--- config.mk ---
export PLATFORM = sky130hd
export DESIGN_NAME = uart_tick_gen
export DESIGN_NICKNAME = d
export VERILOG_FILES = /design/src/rtl/uart_tick_pkg.sv /design/src/rtl/uart_tick_presc.sv /design/src/rtl/uart_tick_div.sv /design/src/rtl/uart_tick_gen.sv
export SDC_FILE = /design/constraint.sdc
export NUM_CORES = 1
export LEC_CHECK = 0
export ABC_AREA = 1
export CAP_MARGIN = 30
export CORE_UTILIZATION = 30
export CTS_BUF_LIST = sky130_fd_sc_hd__clkbuf_4
export CTS_CLUSTER_DIAMETER = 150
export DETAILED_ROUTE_END_ITERATION = 7
export PLACE_DENSITY = 0.47
export SYNTH_ARGS = -nofsm -noshare
export SYNTH_HDL_FRONTEND = slang
export SYNTH_SLANG_ARGS = --single-unit
--- constraint.sdc ---
create_clock -name clk_i -period 2.2 [get_ports clk_i]
set_input_delay 0.44 -clock clk_i [delete_from_list [all_inputs] [get_ports clk_i]]
set_output_delay 0.44 -clock clk_i [all_outputs]
set_load 0.05 [all_outputs]
--- src/rtl/uart_tick_pkg.sv ---
package uart_tick_pkg;
  typedef enum logic [1:0] {
    STEER_BOTH  = 2'b00,
    STEER_TX    = 2'b01,
    STEER_RX    = 2'b10,
    STEER_BOTH2 = 2'b11
  } steer_e;

  // sample count of last tick in a bit, per oversampling mode
  function automatic logic [3:0] os_last(input logic [1:0] mode);
    case (mode)
      2'b00:   return 4'd15;
      2'b01:   return 4'd7;
      default: return 4'd3;
    endcase
  endfunction
endpackage

--- src/rtl/uart_tick_presc.sv ---
module uart_tick_presc #(
  parameter int PRE_DIV = 4
) (
  input  logic clk_i,
  input  logic rst_ni,
  input  logic sel_i,
  output logic en_o
);
  localparam int PW = $clog2(PRE_DIV);
  localparam logic [PW-1:0] LAST = PW'(PRE_DIV - 1);

  logic [PW-1:0] cnt_q;

  always_ff @(posedge clk_i or negedge rst_ni) begin
    if (!rst_ni)            cnt_q <= '0;
    else if (cnt_q == LAST) cnt_q <= '0;
    else                    cnt_q <= cnt_q + PW'(1);
  end

  assign en_o = sel_i ? (cnt_q == LAST) : 1'b1;

  AST_PRE_GAP: assert property (@(posedge clk_i) disable iff (!rst_ni)
    (sel_i && en_o) |=> (!sel_i || !en_o));
endmodule

--- src/rtl/uart_tick_div.sv ---
module uart_tick_div
  import uart_tick_pkg::*;
#(
  parameter int DIV_W  = 16,
  parameter int FRAC_W = 4
) (
  input  logic       clk_i,
  input  logic       rst_ni,
  input  logic       pre_en_i,
  input  logic       wr_lo_i,
  input  logic       wr_hi_i,
  input  logic       wr_frac_i,
  input  logic [7:0] wr_data_i,
  output logic       sample_o,
  output logic       bit_o
);
  localparam int HI_W = DIV_W - 8;

  logic [7:0]        lo_q;
  logic [HI_W-1:0]   hi_q;
  logic [FRAC_W-1:0] frac_q;
  logic [1:0]        mode_q;
  logic [DIV_W-1:0]  act_div_q, cnt_q, stg_div;
  logic [1:0]        act_mode_q;
  logic [FRAC_W-1:0] acc_q;
  logic [3:0]        sc_q;
  logic [FRAC_W:0]   sum;
  logic              tc, hit, bit_hit;

  // staged register set
  always_ff @(posedge clk_i or negedge rst_ni) begin
    if (!rst_ni) begin
      lo_q   <= '0;
      hi_q   <= '0;
      frac_q <= '0;
      mode_q <= '0;
    end else begin
      if (wr_lo_i) lo_q <= wr_data_i;
      if (wr_hi_i) hi_q <= wr_data_i[HI_W-1:0];
      if (wr_frac_i) begin
        frac_q <= wr_data_i[FRAC_W-1:0];
        mode_q <= wr_data_i[5:4];
      end
    end
  end

  assign stg_div = {hi_q, lo_q};
  assign tc      = pre_en_i && (cnt_q == '0);
  assign hit     = tc && (act_div_q != '0);
  assign bit_hit = hit && (sc_q >= os_last(act_mode_q));
  assign sum     = {1'b0, acc_q} + {1'b0, frac_q};

  // period counter; staged values move in only at terminal count
  always_ff @(posedge clk_i or negedge rst_ni) begin
    if (!rst_ni) begin
      act_div_q  <= '0;
      act_mode_q <= '0;
      acc_q      <= '0;
      cnt_q      <= '0;
    end else if (tc) begin
      act_div_q  <= stg_div;
      act_mode_q <= mode_q;
      acc_q      <= sum[FRAC_W-1:0];
      cnt_q      <= (stg_div == '0) ? '0
                  : stg_div - DIV_W'(1) + DIV_W'(sum[FRAC_W]);
    end else if (pre_en_i) begin
      cnt_q <= cnt_q - DIV_W'(1);
    end
  end

  always_ff @(posedge clk_i or negedge rst_ni) begin
    if (!rst_ni) begin
      sc_q     <= '0;
      sample_o <= 1'b0;
      bit_o    <= 1'b0;
    end else begin
      sample_o <= hit;
      bit_o    <= bit_hit;
      if (hit) sc_q <= bit_hit ? '0 : sc_q + 4'd1;
    end
  end

  AST_STOP_SILENT: assert property (@(posedge clk_i) disable iff (!rst_ni)
    (act_div_q == '0) |=> !sample_o);
  AST_BIT_ON_SAMPLE: assert property (@(posedge clk_i) disable iff (!rst_ni)
    bit_o |-> sample_o);
  AST_CNT_BOUND: assert property (@(posedge clk_i) disable iff (!rst_ni)
    cnt_q <= act_div_q);
  AST_HOLD_PERIOD: assert property (@(posedge clk_i) disable iff (!rst_ni)
    !tc |=> ($stable(act_div_q) && $stable(act_mode_q)));
endmodule

--- src/rtl/uart_tick_gen.sv ---
module uart_tick_gen
  import uart_tick_pkg::*;
#(
  parameter int DIV_W   = 16,
  parameter int FRAC_W  = 4,
  parameter int PRE_DIV = 4
) (
  input  logic       clk_i,
  input  logic       rst_ni,
  input  logic [1:0] steer_i,
  input  logic       presc_sel_i,
  input  logic       wr_lo_i,
  input  logic       wr_hi_i,
  input  logic       wr_frac_i,
  input  logic [7:0] wr_data_i,
  output logic       tx_sample_o,
  output logic       tx_bit_o,
  output logic       rx_sample_o,
  output logic       rx_bit_o
);
  localparam int NGEN = 2; // 0: transmit, 1: receive

  logic            pre_en;
  logic [NGEN-1:0] take, samp, bitt;

  uart_tick_presc #(.PRE_DIV(PRE_DIV)) u_presc (
    .clk_i (clk_i),
    .rst_ni(rst_ni),
    .sel_i (presc_sel_i),
    .en_o  (pre_en)
  );

  assign take[0] = (steer_e'(steer_i) != STEER_RX);
  assign take[1] = (steer_e'(steer_i) != STEER_TX);

  for (genvar g = 0; g < NGEN; g++) begin : g_gen
    uart_tick_div #(.DIV_W(DIV_W), .FRAC_W(FRAC_W)) u_div (
      .clk_i    (clk_i),
      .rst_ni   (rst_ni),
      .pre_en_i (pre_en),
      .wr_lo_i  (wr_lo_i && take[g]),
      .wr_hi_i  (wr_hi_i && take[g]),
      .wr_frac_i(wr_frac_i && take[g]),
      .wr_data_i(wr_data_i),
      .sample_o (samp[g]),
      .bit_o    (bitt[g])
    );
  end

  assign tx_sample_o = samp[0];
  assign tx_bit_o    = bitt[0];
  assign rx_sample_o = samp[1];
  assign rx_bit_o    = bitt[1];
endmodule

## Word-level counts from Yosys, hierarchy flattened

Cells that the tools add are included.

- Bits in registers: 134
- Input port bits: 16
- Word-level logic and storage cells: 75

- Add/subtract/negate cells: 11
- $lt $le $gt $ge: 2
- Equal/unequal tests: 5
- Mux-type cells: 12
- Reductions and logical operators: 22

Operator list:

| cell | count |
|---|---|
| $mux 16 | 6 |
| $logic_not 16->1 | 4 |
| $sub 16x1->16 const B | 4 |
| $add 16x1->16 | 2 |
| $reduce_bool 16->1 | 2 |
| $pmux 4 s2 | 2 |
| $logic_and 1x1->1 | 12 |
| $add 4x4->5 | 2 |
| $add 4x1->4 const B | 2 |
| $ge 4x4->1 | 2 |
| $mux 4 | 2 |
| $eq 2x1->1 const B | 2 |
| $logic_not 2->1 | 2 |
| $reduce_bool 2->1 | 2 |
| $add 2x1->2 const B | 1 |
| $eq 2x2->1 const B | 1 |
| $mux 2 | 1 |
| $ne 2x1->1 const B | 1 |
| $ne 2x2->1 const B | 1 |
| $mux 1 | 1 |

## Depth between registers and ports, before layout

- Depth after elaboration: 6
- Depth in mapped cells: 16
- Gate-level depth less buffers: 16

## By module

Synthesis repeated with hierarchy kept, for this count alone.

- Cells, all modules: 1,001
- Area total of the unflattened synthesis: 7,797.5 µm²

Modules (own cells, without submodules):

| module | times used | cells each | area an instance (µm²) | sequential area each (µm²) |
|---|---|---|---|---|
| uart_tick_div | 2 | 492 | 3,837.4 | 1,651.6 |
| uart_tick_presc | 1 | 6 | 73.8 | 50.0 |
| uart_tick_gen | 1 | 11 | 48.8 | 0.0 |

## Worst setup path before layout

OpenSTA, ideal clock, no wires.

- Kind: reg-to-reg
- Start point: register g_gen[1].u_div.acc_q[0]
- End point: register g_gen[1].u_div.cnt_q[8]
- Arrival: 2,139 ps
- Setup slack: -57 ps
- Stages on the path, launching flop included: 14
- Path buffers: 0
- Period minus slack after synthesis: 2,257 ps
- Cells stage by stage: dfrtp_1 -> ha_1 -> inv_1 -> fa_1 -> o21ai_0 -> a21oi_1 -> ha_1 -> ha_1 -> nand3_1 -> nor2_1 -> xor2_1 -> and2_1 -> nor2_1 -> nor2_1

- Cells in the longest elaborated chain, start to end: 4

Ends and longest elaborated chain:

| element | line | source |
|---|---|---|
| start, declared | uart_tick_div.sv:25 | `logic [FRAC_W-1:0] acc_q;` |
| start signal, assigned | uart_tick_div.sv:63 | `acc_q <= sum[FRAC_W-1:0];` |
| $add 4x4->5 | uart_tick_div.sv:51 | `assign sum = {1'b0, acc_q} + {1'b0, frac_q};` |
| $add 16x1->16 | uart_tick_div.sv:65 | `: stg_div - DIV_W'(1) + DIV_W'(sum[FRAC_W]);` |
| $mux 16 | uart_tick_div.sv:64 | `cnt_q <= (stg_div == '0) ? '0` |
| $mux 16 | uart_tick_div.sv:60 | `end else if (tc) begin` |
| end signal, assigned | uart_tick_div.sv:64 |  |
| end signal, assigned | uart_tick_div.sv:67 | `cnt_q <= cnt_q - DIV_W'(1);` |
| end, declared | uart_tick_div.sv:23 | `logic [DIV_W-1:0] act_div_q, cnt_q, stg_div;` |

No other way between the ends.
A chain may end at the register's enable or synchronous reset.

## Worst setup path in the final report

- Start point: register g_gen[1].u_div.acc_q[0]
- End point: register g_gen[1].u_div.cnt_q[11]

Same word-level chain as after synthesis.

==> impl_metrics.py <==
metrics = {
    "clocking": {
        "clk_path_buf_depth": 2,
        "clock_latency_ns": 0.55,
        "cts_tree": "yes",
        "cts.htree.levels": 4,
        "cts_made_buffers": 17,
        "cts_num_sinks": 134,
        "clk_pin_slew_ns": 0.14,
        "cts_root_buffer": "clkbuf_4",
    },
    "detailed_routing": {
        "top_layer_used": "met4",
        "drt_iter0_markers": 493,
        "via_per_inst": 4.57,
        "detail_route.wl_per_cell_um": 13.9,
        "drtAntennaViolNets": 0,
        "m1WireLength_um": 9800,
        "routed_wl_um": 19500,
        "wl_met2_um": 8900,
        "drc": 0,
        "wl_met3_um": 498,
        "vias": 6414,
        "drt_pass1_iterations": 5,
    },
    "global_routing": {
        "grtUsageTotal": 0.159,
        "grt_remaining_overflow": 0,
        "grt_pass1_wl_um": 32600,
        "grt_pass1_vias": 6115,
        "grt_start_max_net_pins": 40,
        "antenna_found_initial": 1,
    },
    "sta": {
        "rsz0062_at_grt": "yes",
        "min_period_over_period": 1.02,
        "worstMarginPinSlew_ns": 0.520,
        "fin_tns_setup_ns": -0.0742,
        "final.setup.worst_slack_ns": -0.0435,
        "fmax_mhz": 446,
        "timing_hold_violations_final": 0,
        "holdWs_ns": 0.345,
        "skew_ns": 0.0247,
        "period_minus_slack_ns": 2.24,
        "setup_viol": 3,
        "drv_slew": 0,
        "max_slew_margin": 0.653,
    },
    "synthesis": {
        "ys.warnings.count": 0,
        "synthArstFlopShare": 1.00,
        "ys_seq_elements": 134,
        "yosys_most_used_dff": "dfrtp_1",
        "syn_nets": 1052,
        "ys_seq_area_frac": 0.438,
        "syn-instance-count": 1013,
        "synth_edf_count": 0,
        "syn_avg_cell_area_um2": 7.55,
        "yosys.cell_types.count": 38,
        "synth_area_um2": 7650,
    },
    "pwr": {
        "power.internal_mw": 4.57,
        "switching_power_mw": 2.23,
        "p_sw_frac": 0.328,
        "seq_power_share": 0.452,
        "clockPowerShare": 0.334,
        "power_density_nw_per_um2": 746,
        "pwr-share-comb": 0.214,
        "leakage_nw": 4.43,
        "ir_worst_vdd_mv": 0.344,
        "total_power_mw": 6.80,
    },
    "outcome": {
        "violations": "negative setup slack",
        "status": "finished, violations left",
    },
    "critical_path": {
        "worstSetupStartpointType": "flop",
        "critPathArrivalTime_ns": 2.74,
        "critPathKind": "flop to flop",
        "crit_required_ns": 2.70,
        "cp_max_fo": 8,
        "cp-end-kind": "flop",
    },
    "place": {
        "routabilityCongestion": 0.874,
        "dpl.hpwl_um": 14300,
        "io_buffers": 19,
    },
    "floorplan": {
        "ios": 20,
        "coreArea_um2": 25100,
        "initial_core_util": 0.305,
        "die_area_um2": 26100,
        "rows": 58,
        "die_x_um": 162,
        "die_h_um": 162,
    },
    "flow_run": {
        "drv_cap": 0,
    },
    "layout": {
        "ff_latch_area_um2": 3350,
        "mostFrequentLayoutCell": "nand2_1",
        "drive_gt1_frac": 0.158,
        "fin_nets": 1100,
        "multi_input_area_um2": 4020,
        "final_cell_mix": "nand2_1, dfrtp_1, nor2_1",
        "fillers": 2731,
        "syn_to_final_growth_pct": 19.2,
    },
    "hold_path": {
        "hold_class": "primary input to async pin",
    },
}
critical path, stage by stage, from the launching register on:
cell	delay (ns)
dfrtp_1	0.41
ha_2	0.20
inv_2	0.05
fa_2	0.20
o21ai_2	0.06
a21oi_2	0.12
ha_2	0.22
buf_6	0.11
nand2_4	0.05
nor2_4	0.26
nand2_1	0.10
nand2_1	0.10
nand2_2	0.08
o21ai_2	0.11
nand2_1	0.06
nand2_1	0.06
synthesized netlist by cell type, types with 5 or more instances:
| master | instances | area share |
|---|---|---|
| xnor2_1 | 7 | 0.0080 |
| dfrtp_1 | 134 | 0.44 |
| nand2_2 | 5 | 0.0041 |
| nand4_1 | 14 | 0.011 |
| o21ai_1 | 39 | 0.026 |
| nor2_4 | 10 | 0.015 |
| nor2_2 | 15 | 0.012 |
| buf_2 | 5 | 0.0033 |
| a22oi_1 | 5 | 0.0049 |
| o21ai_0 | 65 | 0.043 |
| xor2_1 | 24 | 0.027 |
| inv_2 | 5 | 0.0025 |
| ha_1 | 21 | 0.034 |
| clkbuf_1 | 14 | 0.0069 |
| a21oi_1 | 25 | 0.016 |
| inv_1 | 108 | 0.053 |
| nand3_1 | 52 | 0.034 |
| nand2_1 | 312 | 0.15 |
| nor2_1 | 114 | 0.056 |
sequential cells by signal, indices dropped and copies added (netlist names), 8 cells and up:
register,count
g_gen.u_div.sc_q,8
g_gen.u_div.lo_q,16
g_gen.u_div.acc_q,8
g_gen.u_div.act_div_q,32
g_gen.u_div.frac_q,8
g_gen.u_div.cnt_q,32
g_gen.u_div.hi_q,16
routing by layer:
layer / global-route usage / vias to the layer above
met5: 0 / -
met4: 0.0553 / 0
met3: 0.0237 / 24
met2: 0.246 / 93
met1: 0.225 / 2985
li1: - / 3312
power by group through the flow:
stage / combinational [mW] / sequential, mW / clock [mW]
finish: 1.46 / 3.07 / 2.27
global route: 1.67 / 3.12 / 2.45
CTS: 1.39 / 3.08 / 2.35
detailed placement: 1.34 / 3.12 / 0
global placement: 1.33 / 3.12 / 0
floorplan: 0.962 / 3.02 / 0
stage by stage:
stage	setup slack [ns]	area, um2	utilization	std cells
after global placement	-0.140	8380	0.334	1368
after CTS	-0.0704	8900	0.355	1401
final	-0.0435	9120	0.363	1405
after global routing	-0.183	9120	0.363	1405
after floorplan	0.00873	7660	-	1013
after detailed placement	-0.184	8380	0.334	1368
repair_timing:
item                                    in CTS  in global routing
pin swaps                                   17                 20
hold endpoints to repair                    32                  0
endpoints found under the setup margin      25                 32
buffers inserted                             1                  3
hold buffers                                 1                  0
gates resized for setup                     30                 43
worst paths after layout:
kind                                             to                     from  slack [ns]  depth (start not counted)
max                        g_gen[1].u_div.cnt_q[11]  g_gen[1].u_div.acc_q[0]       -0.04                         15
min                        g_gen[0].u_div.cnt_q[11]                   rst_ni        0.34                          2
max reg2reg                g_gen[1].u_div.cnt_q[11]  g_gen[1].u_div.acc_q[0]       -0.04                         15
min reg2reg                        u_presc.cnt_q[0]         u_presc.cnt_q[0]        0.43                          1
max in group asynchronous    g_gen[0].u_div.lo_q[0]                   rst_ni        1.22                          3
min in group clk_i                 u_presc.cnt_q[0]         u_presc.cnt_q[0]        0.43                          1
cells by family (layout without fill, tap and decap cells):
logic type | after synthesis | in the layout | share of synthesized area
and+or+nand+nor | 541 | 541 | 0.313
AOI/OAI and AO/OA | 144 | 144 | 0.0993
buffers and inverters | 140 | 201 | 0.0743
DFF | 134 | 134 | 0.438
xor gates and xnor gates | 31 | 31 | 0.0355
adders and majority gates | 23 | 23 | 0.0396
other | 0 | 1 | 0
final cells by class:
type                            count  area share
Tap cell                          330      0.0453
Clock inverter                     15      0.0298
Multi-Input combinational cell    739       0.441
Clock buffer                       17      0.0140
Sequential cell                   134       0.368
Inverter                          116      0.0480
Timing Repair Buffer               53      0.0535
Antenna cell                        1    0.000274
Note: power is estimated with default switching activity, not from simulation.
